[src/rtl/brt_pkg.sv]
package brt_pkg;

  typedef enum logic [1:0] {
    LK_HIT      = 2'b00,
    LK_IDLE     = 2'b01,
    LK_CONFLICT = 2'b10
  } lookup_e;

  // Priority-resolved update strobes from control to datapath
  typedef struct packed {
    logic setRow;   // activate, already masked by close-all
    logic clrBank;  // single-bank precharge
    logic clrAuto;  // auto-precharge access
    logic clrAll;   // precharge-all or refresh
  } upd_s;

endpackage

[src/rtl/brt_ctrl.sv]
module brt_ctrl
  import brt_pkg::*;
(
  input  logic actEn,
  input  logic preEn,
  input  logic apEn,
  input  logic preAllEn,
  input  logic refEn,
  output upd_s upd
);

  logic closeEverything;

  always_comb begin
    closeEverything = preAllEn | refEn;
    upd.clrAll  = closeEverything;
    upd.setRow  = actEn & ~closeEverything;
    upd.clrBank = preEn & ~closeEverything;
    upd.clrAuto = apEn & ~closeEverything;
  end

endmodule

[src/rtl/brt_datapath.sv]
module brt_datapath
  import brt_pkg::*;
#(
  parameter int BANKS  = 8,
  parameter int ROW_W  = 14,
  localparam int BANK_W = (BANKS > 1) ? $clog2(BANKS) : 1
) (
  input  logic              clk,
  input  logic              rstN,
  input  upd_s              upd,
  input  logic [BANK_W-1:0] actBank,
  input  logic [ROW_W-1:0]  actRow,
  input  logic [BANK_W-1:0] preBank,
  input  logic [BANK_W-1:0] apBank,
  input  logic [BANK_W-1:0] qBank,
  input  logic [ROW_W-1:0]  qRow,
  output lookup_e           qResult,
  output logic [ROW_W-1:0]  qOpenRow,
  output logic [BANKS-1:0]  openMask
);

  logic [BANKS-1:0]            validQ;
  logic [BANKS-1:0][ROW_W-1:0] rowQ;

  always_ff @(posedge clk) begin
    if (!rstN) begin
      validQ <= '0;
      rowQ   <= '0;
    end else begin
      for (int b = 0; b < BANKS; b++) begin
        if (upd.clrAll) begin
          validQ[b] <= 1'b0;
        end else if (upd.setRow && (actBank == BANK_W'(b))) begin
          validQ[b] <= 1'b1;
          rowQ[b]   <= actRow;
        end else if ((upd.clrBank && (preBank == BANK_W'(b))) ||
                     (upd.clrAuto && (apBank == BANK_W'(b)))) begin
          validQ[b] <= 1'b0;
        end
      end
    end
  end

  logic             selOpen;
  logic [ROW_W-1:0] selRow;

  always_comb begin
    selOpen = validQ[qBank];
    selRow  = rowQ[qBank];
    if (!selOpen) begin
      qResult = LK_IDLE;
    end else if (selRow == qRow) begin
      qResult = LK_HIT;
    end else begin
      qResult = LK_CONFLICT;
    end
    qOpenRow = selOpen ? selRow : '0;
  end

  assign openMask = validQ;

endmodule

[src/rtl/bank_row_tracker.sv]
module bank_row_tracker
  import brt_pkg::*;
#(
  parameter int BANKS  = 8,
  parameter int ROW_W  = 14,
  localparam int BANK_W = (BANKS > 1) ? $clog2(BANKS) : 1
) (
  input  logic              clk,
  input  logic              rstN,
  input  logic [BANK_W-1:0] qBank,
  input  logic [ROW_W-1:0]  qRow,
  output logic [1:0]        qResult,
  output logic [ROW_W-1:0]  qOpenRow,
  input  logic              actEn,
  input  logic [BANK_W-1:0] actBank,
  input  logic [ROW_W-1:0]  actRow,
  input  logic              preEn,
  input  logic [BANK_W-1:0] preBank,
  input  logic              apEn,
  input  logic [BANK_W-1:0] apBank,
  input  logic              preAllEn,
  input  logic              refEn,
  output logic [BANKS-1:0]  openMask
);

  upd_s    upd;
  lookup_e lookup;

  brt_ctrl u_ctrl (
    .actEn    (actEn),
    .preEn    (preEn),
    .apEn     (apEn),
    .preAllEn (preAllEn),
    .refEn    (refEn),
    .upd      (upd)
  );

  brt_datapath #(.BANKS(BANKS), .ROW_W(ROW_W)) u_dp (
    .clk      (clk),
    .rstN     (rstN),
    .upd      (upd),
    .actBank  (actBank),
    .actRow   (actRow),
    .preBank  (preBank),
    .apBank   (apBank),
    .qBank    (qBank),
    .qRow     (qRow),
    .qResult  (lookup),
    .qOpenRow (qOpenRow),
    .openMask (openMask)
  );

  assign qResult = lookup;

endmodule

[config.mk]
export PLATFORM = sky130hd
export DESIGN_NAME = bank_row_tracker
export DESIGN_NICKNAME = d
export VERILOG_FILES = /design/src/rtl/brt_pkg.sv /design/src/rtl/brt_ctrl.sv /design/src/rtl/brt_datapath.sv /design/src/rtl/bank_row_tracker.sv
export SDC_FILE = /design/constraint.sdc
export NUM_CORES = 1
export LEC_CHECK = 0
export BUFFER_PORTS_ARGS = -buffer_cell sky130_fd_sc_hd__buf_2
export CORE_MARGIN = 5
export CORE_UTILIZATION = 40
export CTS_CLUSTER_SIZE = 10
export DETAILED_ROUTE_END_ITERATION = 12
export PLACE_DENSITY = 0.58
export SLEW_MARGIN = 20
export SYNTH_ARGS = -nofsm -noshare
export SYNTH_HDL_FRONTEND = slang
export SYNTH_SLANG_ARGS = --single-unit
[constraint.sdc]
create_clock -name clk -period 1.8 [get_ports clk]
set_input_delay 0.09 -clock clk [delete_from_list [all_inputs] [get_ports clk]]
set_output_delay 0.09 -clock clk [all_outputs]
set_load 0.1 [all_outputs]
==> impl_metrics.tcl <==
set metrics [dict create \
    synthSimpleGateAreaFrac_pct 21.1 \
    placed_cells 935 \
    rows 44 \
    viasPerCell 5.43 \
    synthMuxAreaShare_pct 15.3 \
    synth-async-reset-ratio_pct 0 \
    wl_um 19200 \
    yosys_warnings 0 \
    p_per_area_nw_per_um2 795 \
    route.detailed.drc 0 \
    die_x_um 132 \
    utilization_pct 55.2 \
    status "finished with violations" \
    antenna_cells 0 \
    cts_tree "yes" \
    num_vias 5341 \
    synth_edf_count 0 \
    synth-compound-area-share_pct 15.5 \
    skew_ns 0 \
    wire_per_inst_um 19.5 \
    grt_pass1_wl_um 30000 \
    h-tree-depth 4 \
    dp_slack_ns -0.459 \
    dr.pass1.iters 6 \
    timing.hold.ws_ns 0.0130 \
    start_util_pct 40.8 \
    finalHoldViolCount 0 \
    synth_top_cell_area_share_pct 40.4 \
    grt_max_degree 67 \
    yosysMostFrequentCell "nand2_1" \
    fmaxAchievable_ghz 0.425 \
    seq_area_um2 2430 \
    synthesis.nets 727 \
    max_stage_delay_ns 0.51 \
    die_y_um 132 \
    core-area_um2 14600 \
    setup_violations 16 \
    crit_required_ns 1.71 \
    setup_slack_ns -0.555 \
    area_growth_pct 35.4 \
    fin_area_um2 8060 \
    ys_types 30 \
    vdd_drop_max_mv 0.628 \
    rsz0062_at_grt "true" \
    ioPinCount 71 \
    critPathLaunchType "register" \
    p_total_mw 6.41 \
    nNetsFinal 836 \
    critPathCaptureType "output port" \
    yosys-top-cells-area "dfxtp_1, nand2_1, a21boi_0" \
    antenna_left 0 \
    max_cap_violations 0 \
    drtIter0Drc 392 \
    multi_input_area_um2 3410 \
    synthFlopType "dfxtp_1" \
    ys_ff_latch 120 \
    cp_cell_sequence "mux4_2 > mux2i_4 > xnor2_2 > nor4_4 > a41oi_4 > buf_12" \
    numCtsBuffers 17 \
    tightest_slew_ns 0.566 \
    clkSinkCount 120 \
    synthAdderAreaFrac_pct 0 \
    antenna_found_initial 0 \
    fin_cells 983 \
    nFillCells 1291 \
    p_leak_nw 2.91 \
    synth_cells 680 \
    period_needed_ns 2.35 \
    synth_top_family_by_area "simple AND/OR/NAND/NOR gates" \
    clock_path_buffers 2 \
    setup_tns_ns -4.49 \
    yosysTopAreaCell "dfxtp_1" \
    maxSlewHeadroom_pct 62.2 \
    syn-cell-area_um2 5950 \
    fin_crit_sh_pct 131 \
    hp-class "primary input to register" \
    die-area_um2 17400 \
    grt-ovfl-total 0 \
    syn_area_per_cell_um2 8.75 \
    cp_num_buf_inv 1 \
    io_buffers 70 \
    worstSkewPairLatency_ns 0.41 \
    arrival_ns 2.26 \
    gp_congestion 0.890 \
    synthTopCellsByCount "nand2_1, dfxtp_1, a21boi_0" \
    placed_area_um2 7010 \
    hpwl_um 12900 \
    cp_max_fo 2 \
    violations "setup timing" \
    grt_pass1_vias 5289 \
    drv_slew 0 \
    grt_usage_pct 22.2 \
    clock_tree.root_cell "clkbuf_16" \
    crit_type "register to output port" \
    ys_seq_area_share_pct 40.4 \
    drive_gt1_share_pct 27.5 \
    clkSlewWorstSetupHoldPaths_ns 0.05 \
    crit_family "multiplexers" \
    yosys.area_share.xor_xnor_pct 2.06 \
    cp_slowest_cell "mux4_2" \
]
-- state kept, by name, summed over array words and instances, names as in the netlist --
register and count:
u_dp.openMask 8, u_dp.rowQ 112
-- path summary, 6_finish.rpt --
path	startpoint	endpoint	cells past startpoint	slack [ns]
setup / recovery	u_dp.rowQ[108]$_SDFFE_PN0P_	qResult[1]	6	-0.55
hold / removal	actRow[0]	u_dp.rowQ[84]$_SDFFE_PN0P_	3	0.01
setup reg to reg	u_dp.openMask[3]$_SDFFE_PP0P_	u_dp.openMask[3]$_SDFFE_PP0P_	3	1.04
hold reg to reg	u_dp.rowQ[79]$_SDFFE_PN0P_	u_dp.rowQ[79]$_SDFFE_PN0P_	2	0.45
-- layout make-up --
type / instances / area share [%]
Timing Repair Buffer: 155 / 17.9
Clock inverter: 4 / 0.559
Clock buffer: 25 / 6.15
Multi-Input combinational cell: 495 / 42.4
Tap cell: 184 / 2.86
Sequential cell: 120 / 30.2
-- power by group --
part           switching [mW]  total, mW  internal [mW]
clock                    1.12       3.13           2.01
combinational           0.327      0.603          0.276
sequential             0.0100       2.68           2.67
total                    1.45       6.41           4.95
-- cell usage in the layout, fill, tap and decap left out --
cell type / instances
dfxtp_4: 8
buf_12: 29
clkbuf_8: 4
buf_4: 60
dlygate4sd3_1: 11
nand3b_1: 2
buf_2: 53
xnor2_1: 12
nand3_1: 49
dfxtp_1: 110
mux2i_4: 7
a22oi_1: 18
clkinv_2: 3
nor4_4: 1
nor2_4: 15
nor2_2: 1
nor4_2: 1
mux2i_1: 46
nand4_1: 1
nor2b_1: 22
bufinv_16: 1
a21boi_1: 28
clkbuf_4: 1
clkbuf_16: 18
a21boi_0: 70
a41oi_4: 1
mux4_1: 2
nor2_1: 12
nor4_1: 1
xnor2_2: 2
mux4_2: 13
clkbuf_1: 4
and2_1: 4
nand2_1: 174
a31oi_1: 1
a21oi_1: 7
dfxtp_2: 2
and3_1: 5
-- layer usage --
| layer | GRT usage, % | vias to the layer above | wire length (µm) | part of all wire [%] |
|---|---|---|---|---|
| met3 | 5.42 | 39 | 1370 | 7.2 |
| met2 | 35.3 | 226 | 9040 | 47 |
| met5 | 0 | - | 0 | 0 |
| met1 | 29.1 | 2547 | 8260 | 43 |
| met4 | 8.46 | 0 | 504 | 2.6 |
| li1 | - | 2529 | - | - |
-- cell families (layout without fill, tap and decap cells) --
logic type                count (synthesis)  count (layout)
and+or+nand+nor                         288             288
AOI/OAI and AO/OA                       125             125
DFF                                     120             120
muxes                                    68              68
buffers and inverters                    65             184
xor gates and xnor gates                 14              14
-- tightest hold or removal path, cell delays in order --
cell and delay [ns]:
buf_2 0.15, nand2_1 0.07, a21boi_0 0.07
-- what timing repair did --
item	in CTS	in global routing
buffers inserted	6	1
gates resized for setup	67	4
setup endpoints to repair	16	16
hold endpoints to repair	37	0
pin swaps	7	2
gates cloned	1	0
hold buffers	11	0
No activity file was read; power rests on OpenSTA's default activity.
